==> src/rtl/lcta_pkg.sv <==
package lcta_pkg;

  typedef enum logic [1:0] {
    FMT_CVBS  = 2'd0,
    FMT_YC    = 2'd1,
    FMT_YPBPR = 2'd2,
    FMT_RSVD  = 2'd3
  } fmt_e;

  // signed luma offset in clocks relative to baseline
  function automatic int luma_offset(input logic [1:0] code);
    case (code)
      2'b01:   return 1;
      2'b10:   return -2;
      2'b11:   return -1;
      default: return 0;
    endcase
  endfunction

  // signed chroma offset in chroma steps relative to baseline
  function automatic int chroma_offset(input logic [2:0] code);
    case (code)
      3'b001:  return -2;
      3'b010:  return -1;
      3'b100:  return 1;
      3'b101:  return 2;
      3'b110:  return 3;
      default: return 0;
    endcase
  endfunction

endpackage

==> src/rtl/lcta_delay_line.sv <==
module lcta_delay_line #(
  parameter int DATA_W = 10,
  parameter int DEPTH  = 3,
  localparam int SEL_W = $clog2(DEPTH + 1)
) (
  input  logic              clk_i,
  input  logic              rst_ni,
  input  logic [SEL_W-1:0]  sel_i,
  input  logic [DATA_W-1:0] din_i,
  output logic [DATA_W-1:0] dout_o
);

  logic [DATA_W-1:0] sr_q [DEPTH];
  logic [DATA_W-1:0] taps [DEPTH+1];

  always_ff @(posedge clk_i or negedge rst_ni) begin
    if (!rst_ni) begin
      for (int i = 0; i < DEPTH; i++) sr_q[i] <= '0;
    end else begin
      sr_q[0] <= din_i;
      for (int i = 1; i < DEPTH; i++) sr_q[i] <= sr_q[i-1];
    end
  end

  assign taps[0] = din_i;
  for (genvar k = 1; k <= DEPTH; k++) begin : g_tap
    assign taps[k] = sr_q[k-1];
  end

  always_comb begin
    if (int'(sel_i) > DEPTH) dout_o = taps[DEPTH];
    else                     dout_o = taps[sel_i];
  end

endmodule

==> src/rtl/lcta_cfg_sel.sv <==
module lcta_cfg_sel
  import lcta_pkg::*;
#(
  parameter int LUMA_BASE         = 2,
  parameter int CHROMA_BASE_STEPS = 2,
  parameter int STEP_CLKS         = 2,
  localparam int LUMA_DEPTH   = LUMA_BASE + 1,
  localparam int CHROMA_DEPTH = (CHROMA_BASE_STEPS + 3) * STEP_CLKS,
  localparam int LUMA_SEL_W   = $clog2(LUMA_DEPTH + 1),
  localparam int CHROMA_SEL_W = $clog2(CHROMA_DEPTH + 1)
) (
  input  logic                    clk_i,
  input  logic                    rst_ni,
  input  logic                    auto_i,
  input  logic [1:0]              fmt_i,
  input  logic [1:0]              lta_i,
  input  logic [2:0]              cta_i,
  output logic [LUMA_SEL_W-1:0]   luma_dly_o,
  output logic [CHROMA_SEL_W-1:0] chroma_dly_o
);

  logic [1:0] lta_eff;
  logic [2:0] cta_eff;
  logic [LUMA_SEL_W-1:0]   luma_dly_d;
  logic [CHROMA_SEL_W-1:0] chroma_dly_d;

  always_comb begin
    lta_eff = lta_i;
    cta_eff = cta_i;
    if (auto_i) begin
      case (fmt_e'(fmt_i))
        FMT_YC:    begin lta_eff = 2'b01; cta_eff = 3'b101; end
        FMT_YPBPR: begin lta_eff = 2'b01; cta_eff = 3'b110; end
        default:   begin lta_eff = 2'b00; cta_eff = 3'b011; end
      endcase
    end
    luma_dly_d   = LUMA_SEL_W'(LUMA_BASE + luma_offset(lta_eff));
    chroma_dly_d = CHROMA_SEL_W'((CHROMA_BASE_STEPS + chroma_offset(cta_eff)) * STEP_CLKS);
  end

  always_ff @(posedge clk_i or negedge rst_ni) begin
    if (!rst_ni) begin
      luma_dly_o   <= LUMA_SEL_W'(LUMA_BASE);
      chroma_dly_o <= CHROMA_SEL_W'(CHROMA_BASE_STEPS * STEP_CLKS);
    end else begin
      luma_dly_o   <= luma_dly_d;
      chroma_dly_o <= chroma_dly_d;
    end
  end

endmodule

==> src/rtl/lcta_align.sv <==
module lcta_align #(
  parameter int DATA_W            = 10,
  parameter int LUMA_BASE         = 2,
  parameter int CHROMA_BASE_STEPS = 2,
  parameter int STEP_CLKS         = 2
) (
  input  logic              clk_i,
  input  logic              rst_ni,
  input  logic              auto_i,
  input  logic [1:0]        fmt_i,
  input  logic [1:0]        lta_i,
  input  logic [2:0]        cta_i,
  input  logic [DATA_W-1:0] luma_i,
  input  logic [DATA_W-1:0] chroma_i,
  output logic [DATA_W-1:0] luma_o,
  output logic [DATA_W-1:0] chroma_o
);

  localparam int LUMA_DEPTH   = LUMA_BASE + 1;
  localparam int CHROMA_DEPTH = (CHROMA_BASE_STEPS + 3) * STEP_CLKS;
  localparam int LUMA_SEL_W   = $clog2(LUMA_DEPTH + 1);
  localparam int CHROMA_SEL_W = $clog2(CHROMA_DEPTH + 1);

  logic [LUMA_SEL_W-1:0]   luma_dly;
  logic [CHROMA_SEL_W-1:0] chroma_dly;

  lcta_cfg_sel #(
    .LUMA_BASE(LUMA_BASE),
    .CHROMA_BASE_STEPS(CHROMA_BASE_STEPS),
    .STEP_CLKS(STEP_CLKS)
  ) u_cfg (
    .clk_i(clk_i), .rst_ni(rst_ni),
    .auto_i(auto_i), .fmt_i(fmt_i), .lta_i(lta_i), .cta_i(cta_i),
    .luma_dly_o(luma_dly), .chroma_dly_o(chroma_dly)
  );

  lcta_delay_line #(.DATA_W(DATA_W), .DEPTH(LUMA_DEPTH)) u_luma_dl (
    .clk_i(clk_i), .rst_ni(rst_ni), .sel_i(luma_dly),
    .din_i(luma_i), .dout_o(luma_o)
  );

  lcta_delay_line #(.DATA_W(DATA_W), .DEPTH(CHROMA_DEPTH)) u_chroma_dl (
    .clk_i(clk_i), .rst_ni(rst_ni), .sel_i(chroma_dly),
    .din_i(chroma_i), .dout_o(chroma_o)
  );

endmodule

==> config.mk <==
export PLATFORM = sky130hd
export DESIGN_NAME = lcta_align
export DESIGN_NICKNAME = d
export VERILOG_FILES = /design/src/rtl/lcta_pkg.sv /design/src/rtl/lcta_delay_line.sv /design/src/rtl/lcta_cfg_sel.sv /design/src/rtl/lcta_align.sv
export SDC_FILE = /design/constraint.sdc
export NUM_CORES = 1
export LEC_CHECK = 0
export CAP_MARGIN = 20
export CORE_MARGIN = 3
export CORE_UTILIZATION = 65
export CTS_BUF_LIST = sky130_fd_sc_hd__clkbuf_16
export CTS_CLUSTER_SIZE = 12
export DETAILED_ROUTE_END_ITERATION = 6
export DONT_BUFFER_PORTS = 1
export PLACE_DENSITY_LB_ADDON = 0.05
export SYNTH_ARGS = -nofsm -noshare
export SYNTH_HDL_FRONTEND = slang
export SYNTH_SLANG_ARGS = --single-unit
==> constraint.sdc <==
create_clock -name clk_i -period 3.8 [get_ports clk_i]
set_clock_uncertainty 0.1 [all_clocks]
set_input_delay 1.14 -clock clk_i [delete_from_list [all_inputs] [get_ports clk_i]]
set_output_delay 1.14 -clock clk_i [all_outputs]
set_load 0.1 [all_outputs]
==> flow_metrics.py, run 1 <==
metrics = {
    "run_status": {
        "status": "finished, final reports clean",
    },
    "sta": {
        "setup_tns_ns": 0,
        "hold_viol": 0,
        "max-slew-margin-rel_pct": 48.6,
        "fin_crit_ns": 3.58,
        "final-setup-viol-count": 0,
        "tightest_slew_ns": 0.771,
        "finalCritPeriodShare_pct": 94.2,
        "rsz0062_at_grt": "no",
        "fmax_mhz": 279,
        "whs_ns": 0.240,
        "slew_violations": 0,
    },
    "setup_path": {
        "cp-end-kind": "primary output",
        "r2r-end": "u_chroma_dl.sr_q[39]",
        "worstReg2RegStart": "u_chroma_dl.sr_q[49]",
        "startpoint": "u_cfg.chroma_dly_o[1]",
        "arrival_ns": 2.34,
        "critPathLaunchType": "flip-flop",
        "r2r_slack_ns": 3.17,
        "crit_fanout": 11,
        "path_class": "flip-flop to primary output",
        "required_ns": 2.56,
        "rr_worst_depth": 0,
    },
    "yosys": {
        "yosys_warnings": 0,
        "seq_area_frac_synth_pct": 79.1,
        "syn_inst": 223,
        "syn_area_sq_um": 4280,
        "syn-mean-instance-area_sq_um": 19.2,
        "synth_cell_types": 29,
        "syn-num-nets": 258,
        "synth_area_leaders": "dfrtp_1, mux4_2, mux2i_1",
        "synth_top_area_share_pct": 77.8,
        "synth_top_cell_by_area": "dfrtp_1",
        "yosys_register_bits": 135,
    },
    "power": {
        "power_density_nw_per_um2": 729,
        "p_comb_share_pct": 14.1,
        "switchingPower_uw": 1070,
        "finalPower_uw": 3680,
        "p_leak_uw": 0.00222,
        "p_sw_share_pct": 29.1,
        "power.internal_uw": 2610,
        "vdd_drop_max_uv": 777,
        "clock_power_share_pct": 42.8,
        "seq_power_share_pct": 43.1,
    },
    "place": {
        "place.detailed.hpwl_microns": 4340,
        "placed_cells": 304,
        "place_congestion": 0.705,
        "portBuffers": 0,
        "dpl_cell_area_sq_um": 4470,
    },
    "route": {
        "vias": 2015,
        "drt-initial-drc-count": 129,
        "drt-total-wl_microns": 8110,
        "firstDrtPassIters": 5,
        "via_per_inst": 6.01,
        "wl_met1_microns": 3290,
        "drtAntennaViolNets": 0,
        "wl_per_cell_microns": 24.2,
        "routed.top_layer": "met4",
        "routed-wl-met2_microns": 4350,
        "wl_met3_microns": 373,
        "drc": 0,
    },
    "clock_tree": {
        "cts_root_buf": "clkbuf_16",
        "ctsLongestPathBuffers": 2,
        "clk_latency_ns": 0.40,
        "ctsHoldBuffers": 0,
        "cts.sinks": 135,
        "cts_buffers": 17,
        "post_cts_buffers": 0,
        "cts.clk_slew.worst_paths_ns": 0.06,
        "cts_tree": "yes",
        "cts_max_level": 4,
        "ctsResizeCount": 0,
    },
    "worst_hold_path": {
        "whs_endpoint": "u_chroma_dl.sr_q[9]",
        "whs_path_depth": 0,
        "worstHoldStart": "u_chroma_dl.sr_q[19]",
        "hold_class": "flip-flop to flip-flop",
    },
    "finish": {
        "diodes": 0,
        "stdcell_count": 335,
        "final_area_sq_um": 5050,
        "drive_gt1_share_pct": 31.5,
        "nNetsFinal": 283,
        "area_growth_pct": 18.1,
    },
    "global_routing": {
        "grt_pass1_vias": 2276,
        "track_usage_pct": 24.6,
        "antenna_found_initial": 0,
        "grt_first_pass_wirelength_microns": 12800,
        "grt_start_max_net_pins": 136,
        "overflow": 0,
    },
    "die": {
        "placementRows": 28,
        "boundaryPins": 50,
        "dieArea_sq_um": 7590,
        "coreArea_sq_um": 6130,
        "start_util_pct": 69.7,
        "die_y_microns": 87.1,
        "die_width_microns": 87.1,
    },
    "job": {
        "maxCapViolations": 0,
    },
}
==> logic make-up (layout without fill, tap and decap cells) <==
family                   count (synthesis)  count (layout)  synth area share, %
flip-flops                             135             135                 79.1
buffers and inverters                   12              49                 1.20
AO/OA/AOI/OAI                           16              16                 2.25
adder cells (fa/ha/maj)                  5               5                 1.46
AND/OR/NAND/NOR                         25              25                 3.13
multiplexers                            30              30                 12.9
==> Yosys cell counts <==
| library cell | n |
|---|---|
| nand2b_2 | 1 |
| nand2b_1 | 1 |
| o211ai_2 | 1 |
| nand2_2 | 1 |
| nand3_1 | 2 |
| o21ai_0 | 1 |
| or2_1 | 1 |
| o311a_1 | 1 |
| inv_2 | 1 |
| dfstp_2 | 2 |
| nor2_1 | 12 |
| mux2i_1 | 10 |
| buf_2 | 2 |
| or2b_2 | 1 |
| nand2_1 | 2 |
| and2_2 | 1 |
| clkbuf_1 | 2 |
| or4b_1 | 1 |
| o211ai_1 | 1 |
| ha_1 | 5 |
| nor2_4 | 1 |
| a31oi_1 | 1 |
| a21oi_1 | 11 |
| and2_1 | 1 |
| buf_1 | 1 |
| dfrtp_1 | 133 |
| buf_4 | 1 |
| mux4_2 | 20 |
| inv_1 | 5 |
==> per-layer routing <==
metal  up-vias  global-route usage (%)
met3         8                    6.72
met1      1112                    30.5
li1        825                       -
met5         -                       0
met4         0                    11.7
met2        70                    40.7
==> cell type report <==
type / instances / area (sq um)
flip-flops and latches: 135 / 3380
fillers: 276 / 1080
multi-input cells: 76 / 881
clock buffers: 17 / 425
clock inverters: 14 / 154
well taps: 75 / 93.8
repair buffers: 12 / 90.1
inverters: 6 / 22.5
==> flip-flops by register name, summed over array words and instances, names as in the netlist <==
name / count
u_chroma_dl.sr_q: 100
u_luma_dl.sr_q: 30
u_cfg.chroma_dly_o: 3
u_cfg.luma_dly_o: 2
==> worst max path at each step <==
stage,end,slack (ns),cells past startpoint
after global routing,chroma_o[9],0.06,4
final,chroma_o[9],0.22,4
after global placement,chroma_o[6],0.53,4
after detailed placement,chroma_o[9],0.52,4
after CTS,chroma_o[9],0.16,4
after floorplan,chroma_o[0],0.33,3
==> placed cells by master, fill, tap and decap left out, types with 2 or more instances in the layout <==
| cell | Yosys | layout |
|---|---|---|
| a21oi_2 | 0 | 10 |
| inv_6 | 0 | 2 |
| dfstp_2 | 2 | 2 |
| buf_4 | 1 | 12 |
| mux2i_1 | 10 | 10 |
| nand2_1 | 2 | 2 |
| nand3_1 | 2 | 2 |
| nor2_1 | 12 | 12 |
| dfrtp_1 | 133 | 133 |
| ha_1 | 5 | 5 |
| clkinvlp_4 | 0 | 6 |
| clkbuf_16 | 0 | 17 |
| mux4_2 | 20 | 20 |
| clkinv_4 | 0 | 3 |
| bufinv_16 | 0 | 2 |
| inv_1 | 5 | 5 |
==> stage by stage <==
stage | worst slack, ns | util, %
2_1_floorplan | 0.328 | -
3_3_place_gp | 0.527 | 72.9
3_5_place_dp | 0.517 | 72.9
4_1_cts | 0.157 | 82.3
5_1_grt | 0.0617 | 82.3
6_report | 0.222 | 82.3
==> power groups by stage <==
stage / Clock, uW / Combinational, uW / Sequential [uW]
final: 1570 / 519 / 1590
after global routing: 1660 / 533 / 1600
after CTS: 1590 / 520 / 1590
after detailed placement: 0 / 510 / 1610
after global placement: 0 / 502 / 1600
after floorplan: 0 / 466 / 1560
==> worst max-delay path, cell delays in order (launching register included) <==
cell     delay, ns
dfrtp_1       0.84
mux4_2        0.61
nor2_1        0.15
a21oi_2       0.06
buf_4         0.27
No activity file was read; power rests on OpenSTA's default activity.
==> run 2, diff against run 1 <==
--- a/config.mk
+++ b/config.mk
@@ -5,9 +5,10 @@
 export SDC_FILE = /design/constraint.sdc
 export NUM_CORES = 1
 export LEC_CHECK = 0
+export ABC_AREA = 1
 export CAP_MARGIN = 20
 export CORE_MARGIN = 3
-export CORE_UTILIZATION = 65
+export CORE_UTILIZATION = 61
 export CTS_BUF_LIST = sky130_fd_sc_hd__clkbuf_16
 export CTS_CLUSTER_SIZE = 12
 export DETAILED_ROUTE_END_ITERATION = 6
==> constraint.sdc (replaced) <==
create_clock -name clk_i -period 3.72 [get_ports clk_i]
set_clock_uncertainty 0.1 [all_clocks]
set_input_delay 1.116 -clock clk_i [delete_from_list [all_inputs] [get_ports clk_i]]
set_output_delay 1.116 -clock clk_i [all_outputs]
set_load 0.1 [all_outputs]
==> flow_metrics.py, run 2 <==
metrics = {
    "worst_hold_path": {
        "hold_class": "flip-flop to flip-flop",
        "whs_endpoint": "u_chroma_dl.sr_q[40]",
        "worstHoldStart": "u_chroma_dl.sr_q[50]",
        "whs_path_depth": 0,
    },
    "yosys": {
        "yosys_register_bits": 135,
        "syn_area_sq_um": 4510,
        "synth.most_common_cell": "dfrtp_1",
        "seq_area_frac_synth_pct": 75.0,
        "syn-mean-instance-area_sq_um": 12.5,
        "synth_common_cells": "dfrtp_1, nand2_1, o21ai_0, nor2_1, nand3_1",
        "synth_edf_count": 0,
        "yosys_warnings": 0,
        "syn-num-nets": 395,
        "synth_cell_types": 23,
        "synth_top_area_share_pct": 73.8,
        "yosys_most_used_dff": "dfrtp_1",
        "synth_area_leaders": "dfrtp_1, o21ai_0, nand2_1",
        "synth_top_cell_by_area": "dfrtp_1",
        "syn_inst": 360,
        "async_flop_share_pct": 100,
    },
    "sta": {
        "tightest_slew_ns": 0.520,
        "fmax_mhz": 294,
        "setup_tns_ns": 0,
        "max-slew-margin-rel_pct": 65.3,
        "final-setup-viol-count": 0,
        "fin_crit_ns": 3.40,
        "finalCritPeriodShare_pct": 91.3,
        "rsz0062_at_grt": "no",
        "hold_viol": 0,
        "slew_violations": 0,
    },
    "power": {
        "vdd_drop_max_uv": 374,
        "p_leak_uw": 0.00248,
        "switchingPower_uw": 1090,
        "p_comb_share_pct": 17.9,
        "power_density_nw_per_um2": 682,
        "clock_power_share_pct": 37.9,
        "p_sw_share_pct": 30.1,
        "seq_power_share_pct": 44.2,
        "power.internal_uw": 2530,
    },
    "finish": {
        "drive_gt1_share_pct": 16.0,
        "area_growth_pct": 17.7,
        "layout_common_cells": "dfrtp_1, nand2_1, o21ai_0",
        "nNetsFinal": 422,
        "largest_reg_flops": 100,
        "nFillCells": 439,
        "diodes": 0,
        "final_common_cell": "dfrtp_1",
        "regMostFlops": "u_chroma_dl.sr_q",
        "top_regs": "u_chroma_dl.sr_q x100, u_luma_dl.sr_q x30, u_cfg.chroma_dly_o x3",
        "stdcell_count": 496,
    },
    "setup_path": {
        "rr_worst_depth": 0,
        "crit_chain": "buf_4, nor2_1, nor2_1, o21ai_0, o21ai_0, nand2_1, nand3_1, buf_4",
        "r2r-end": "u_chroma_dl.sr_q[74]",
        "r2r_slack_ns": 3.09,
        "arrival_ns": 2.18,
        "cp-end-kind": "primary output",
        "required_ns": 2.50,
        "critPathLaunchType": "flip-flop",
        "cp_slowest_cell": "dfrtp_1",
        "startpoint": "u_cfg.chroma_dly_o[1]",
        "path_class": "flip-flop to primary output",
        "crit_fanout": 16,
        "worstReg2RegStart": "u_chroma_dl.sr_q[84]",
        "slowest_delay_ns": 0.63,
    },
    "route": {
        "drt-total-wl_microns": 8220,
        "drt-initial-drc-count": 134,
        "wl_per_cell_microns": 16.6,
        "firstDrtPassIters": 4,
        "drtAntennaViolNets": 0,
        "drc": 0,
        "via_per_inst": 5.33,
        "vias": 2644,
    },
    "clock_tree": {
        "cts.clk_slew.worst_paths_ns": 0.05,
        "ctsResizeCount": 0,
        "ctsLongestPathBuffers": 2,
        "ctsHoldBuffers": 0,
        "cts_tree": "yes",
        "cts_root_buf": "clkbuf_16",
        "cts_max_level": 4,
        "cts_buffers": 17,
        "post_cts_buffers": 0,
        "clk_latency_ns": 0.40,
        "cts.sinks": 135,
    },
    "global_routing": {
        "track_usage_pct": 21.9,
        "grt_pass1_vias": 2878,
        "overflow": 0,
        "antenna_found_initial": 0,
        "grt_start_max_net_pins": 136,
        "grt_first_pass_wirelength_microns": 14100,
    },
    "die": {
        "die_y_microns": 92.0,
        "start_util_pct": 64.6,
        "die_width_microns": 92.0,
        "placementRows": 30,
        "dieArea_sq_um": 8460,
        "boundaryPins": 50,
        "coreArea_sq_um": 6980,
    },
    "job": {
        "maxCapViolations": 0,
    },
    "place": {
        "place.detailed.hpwl_microns": 4500,
        "placed_cells": 464,
        "portBuffers": 0,
        "place_congestion": 0.751,
    },
    "run_status": {
        "status": "finished, final reports clean",
    },
}
==> run 2: logic make-up (layout without fill, tap and decap cells) <==
| kind of cell | Yosys count | count (layout) | share of synthesized area [%] |
|---|---|---|---|
| DFF | 135 | 135 | 75.0 |
| and+or+nand+nor | 118 | 118 | 10.9 |
| AOI/OAI and AO/OA | 71 | 71 | 9.05 |
| buffers and inverters | 31 | 71 | 3.66 |
| adders and majority gates | 5 | 5 | 1.39 |
==> run 2: how the worst max path moves through the flow <==
stage                  endpoint  slack (ns)
floorplan           chroma_o[2]        0.24
global placement    chroma_o[8]        0.60
detailed placement  chroma_o[4]        0.61
CTS                 chroma_o[0]        0.30
global route        chroma_o[1]        0.19
finish              chroma_o[0]        0.32
==> run 2: power by group through the flow <==
| stage | Clock, uW | Sequential, uW | Combinational (uW) |
|---|---|---|---|
| 3_5_place_dp | 0 | 1620 | 643 |
| 6_report | 1370 | 1600 | 647 |
| 3_3_place_gp | 0 | 1620 | 640 |
| 4_1_cts | 1400 | 1600 | 650 |
| 5_1_grt | 1460 | 1610 | 681 |
| 2_1_floorplan | 0 | 1600 | 510 |
==> run 2: per-stage QoR <==
stage | total power, uW | area (sq um) | setup WS, ns | hold WS (ns) | utilization [%]
3_5_place_dp | 2260 | 4820 | 0.611 | 0.235 | 69.0
3_3_place_gp | 2260 | 4820 | 0.604 | 0.231 | 69.0
4_1_cts | 3650 | 5310 | 0.300 | 0.248 | 76.0
5_1_grt | 3750 | 5310 | 0.194 | 0.251 | 76.0
6_report | 3620 | 5310 | 0.324 | 0.244 | 76.0
2_1_floorplan | 2110 | 4570 | 0.242 | 0.231 | -
==> run 2: critical path, delay by kind of cell (launching register included) <==
| family | cells | cell delay [ns] |
|---|---|---|
| AOI/OAI and AO/OA | 2 | 0.23 |
| buffers and inverters | 2 | 0.60 |
| DFF | 1 | 0.63 |
| and+or+nand+nor | 4 | 0.33 |
==> run 2: final cells by class <==
| type | count | area, sq um | area share (%) |
|---|---|---|---|
| Timing Repair Buffer | 22 | 225 | 4.25 |
| Sequential cell | 135 | 3380 | 63.7 |
| Multi-Input combinational cell | 194 | 1020 | 19.3 |
| Clock buffer | 17 | 425 | 8.02 |
| Inverter | 17 | 66.3 | 1.25 |
| Clock inverter | 15 | 63.8 | 1.20 |
| Tap cell | 96 | 120 | 2.26 |
==> run 2: metal layers <==
layer | track usage (%) | vias up | wire length (microns)
met3 | 7.96 | 15 | 403
met5 | 0 | - | 0
met2 | 34.6 | 59 | 4050
li1 | - | 1239 | -
met1 | 28.6 | 1331 | 3650
met4 | 7.43 | 0 | 120
==> run 3, diff against run 2 <==
==> constraint.sdc (replaced) <==
create_clock -name clk_i -period 3.72 [get_ports clk_i]
set_clock_uncertainty 0.1 [all_clocks]
set_input_delay 0.186 -clock clk_i [delete_from_list [all_inputs] [get_ports clk_i]]
set_output_delay 0.186 -clock clk_i [all_outputs]
set_load 0.1 [all_outputs]
==> flow_metrics.py, run 3 (synthesized netlist as in run 2, its figures left out) <==
metrics = {
    "sta": {
        "hold_viol": 0,
        "max-slew-margin-rel_pct": 57.7,
        "final-setup-viol-count": 0,
        "fin_crit_ns": 2.50,
        "layout_setup_ws_ns": 1.22,
        "setup_tns_ns": 0,
        "tightest_slew_ns": 0.635,
        "slew_violations": 0,
        "rsz0062_at_grt": "no",
        "finalCritPeriodShare_pct": 67.2,
        "fmax_mhz": 400,
    },
    "clock_tree": {
        "post_cts_buffers": 0,
        "cts_root_buf": "clkbuf_16",
        "ctsLongestPathBuffers": 2,
        "cts.sinks": 135,
        "cts.clk_slew.worst_paths_ns": 0.05,
        "cts_tree": "yes",
        "clk_latency_ns": 0.40,
        "cts_max_level": 4,
        "ctsResizeCount": 0,
        "cts_buffers": 17,
    },
    "run_status": {
        "status": "finished, final reports clean",
    },
    "route": {
        "vias": 2824,
        "wl_per_cell_microns": 17.9,
        "drt-total-wl_microns": 9370,
        "drt-initial-drc-count": 173,
        "via_per_inst": 5.39,
        "drtAntennaViolNets": 0,
        "drc": 0,
        "firstDrtPassIters": 4,
    },
    "power": {
        "p_comb_share_pct": 18.3,
        "vdd_drop_max_uv": 492,
        "finalPower_uw": 3850,
        "seq_power_share_pct": 41.6,
        "power_density_nw_per_um2": 680,
        "p_leak_uw": 0.00262,
        "power.internal_uw": 2700,
        "switchingPower_uw": 1150,
        "clock_power_share_pct": 40.1,
        "p_sw_share_pct": 29.9,
    },
    "place": {
        "place.detailed.hpwl_microns": 5060,
        "dpl_cell_area_sq_um": 4820,
        "portBuffers": 0,
        "dp_slack_ns": 1.70,
        "place_congestion": 0.754,
    },
    "die": {
        "coreArea_sq_um": 6980,
        "placementRows": 30,
        "start_util_pct": 64.6,
        "die_y_microns": 92.0,
        "boundaryPins": 50,
        "dieArea_sq_um": 8460,
        "die_width_microns": 92.0,
    },
    "finish": {
        "largest_reg_flops": 100,
        "final_common_cell": "dfrtp_1",
        "nNetsFinal": 450,
        "regMostFlops": "u_chroma_dl.sr_q",
        "layout_common_cells": "dfrtp_1, nand2_1, o21ai_0",
        "postLayoutCoreUtil_pct": 81.1,
        "top_regs": "u_chroma_dl.sr_q x100, u_luma_dl.sr_q x30, u_cfg.chroma_dly_o x3",
        "diodes": 0,
        "final_area_sq_um": 5660,
        "area_growth_pct": 25.7,
        "drive_gt1_share_pct": 16.1,
    },
    "global_routing": {
        "grt_pass1_vias": 3238,
        "overflow": 0,
        "track_usage_pct": 25.0,
        "grt_start_max_net_pins": 136,
        "antenna_found_initial": 0,
        "grt_first_pass_wirelength_microns": 15900,
    },
    "setup_path": {
        "critPathLaunchType": "flip-flop",
        "crit_fanout": 32,
        "arrival_ns": 2.21,
        "path_class": "flip-flop to primary output",
        "required_ns": 3.43,
        "cp-end-kind": "primary output",
    },
    "worst_hold_path": {
        "hold_class": "input port to flip-flop",
    },
    "job": {
        "maxCapViolations": 0,
    },
}
==> run 3: changes by cell type in the layout (fill, tap and decap cells not counted), sizes merged <==
cell,previous run,this run
clkinvlp,1,2
bufinv,0,2
inv,24,21
buf,22,23
dlygate4sd3,0,27
==> run 3: routing by layer <==
layer	routed length (microns)	track usage, %
met5	0	0
met2	4780	41.2
met4	155	8.79
met3	550	9.52
met1	3890	30.5
==> run 3: power by group through the flow <==
stage                     Combinational (uW)  Sequential (uW)  Clock, uW
after CTS                                708             1600       1560
final                                    707             1600       1540
after floorplan                          497             1600          0
after global placement                   637             1620          0
after detailed placement                 645             1620          0
after global routing                     747             1610       1640
==> run 3: stage by stage <==
| step | instances | hold slack [ns] |
|---|---|---|
| floorplan | 360 | -0.210 |
| global route | 524 | 0.0418 |
| detailed placement | 464 | -0.206 |
| finish | 524 | 0.0234 |
| global placement | 464 | -0.205 |
| CTS | 524 | 0.00812 |
==> run 3: final cells by class <==
cell class | count | area [sq um]
Sequential cell | 135 | 3380
Multi-Input combinational cell | 194 | 1020
Tap cell | 96 | 120
Clock buffer | 17 | 425
Inverter | 17 | 66.3
Fill cell | 401 | 1320
Timing Repair Buffer | 50 | 523
Clock inverter | 15 | 125
==> run 3: repair_timing <==
action | 4_1_cts | 5_1_grt
hold buffers | 28 | 0
endpoints found under the setup margin | 0 | 0
endpoints found under the hold margin | 158 | 0
==> run 3: critical path, stage by stage (launching register included) <==
cell	delay (ns)
dfrtp_1	0.73
inv_4	0.25
nand2_1	0.11
nand2_1	0.05
nand2_1	0.05
o21ai_0	0.09
nand2_1	0.08
o211ai_1	0.19
buf_16	0.23
==> run 3: final timing paths <==
path	end	depth (start not counted)	startpoint	slack, ns
max	chroma_o[9]	8	u_cfg.chroma_dly_o[1]	1.22
min	u_cfg.chroma_dly_o[1]	5	auto_i	0.02
max reg2reg	u_chroma_dl.sr_q[75]	0	u_chroma_dl.sr_q[85]	3.08
min reg2reg	u_chroma_dl.sr_q[20]	0	u_chroma_dl.sr_q[30]	0.24
max in group asynchronous	u_chroma_dl.sr_q[80]	2	rst_ni	2.72
min in group asynchronous	u_chroma_dl.sr_q[22]	2	rst_ni	0.31
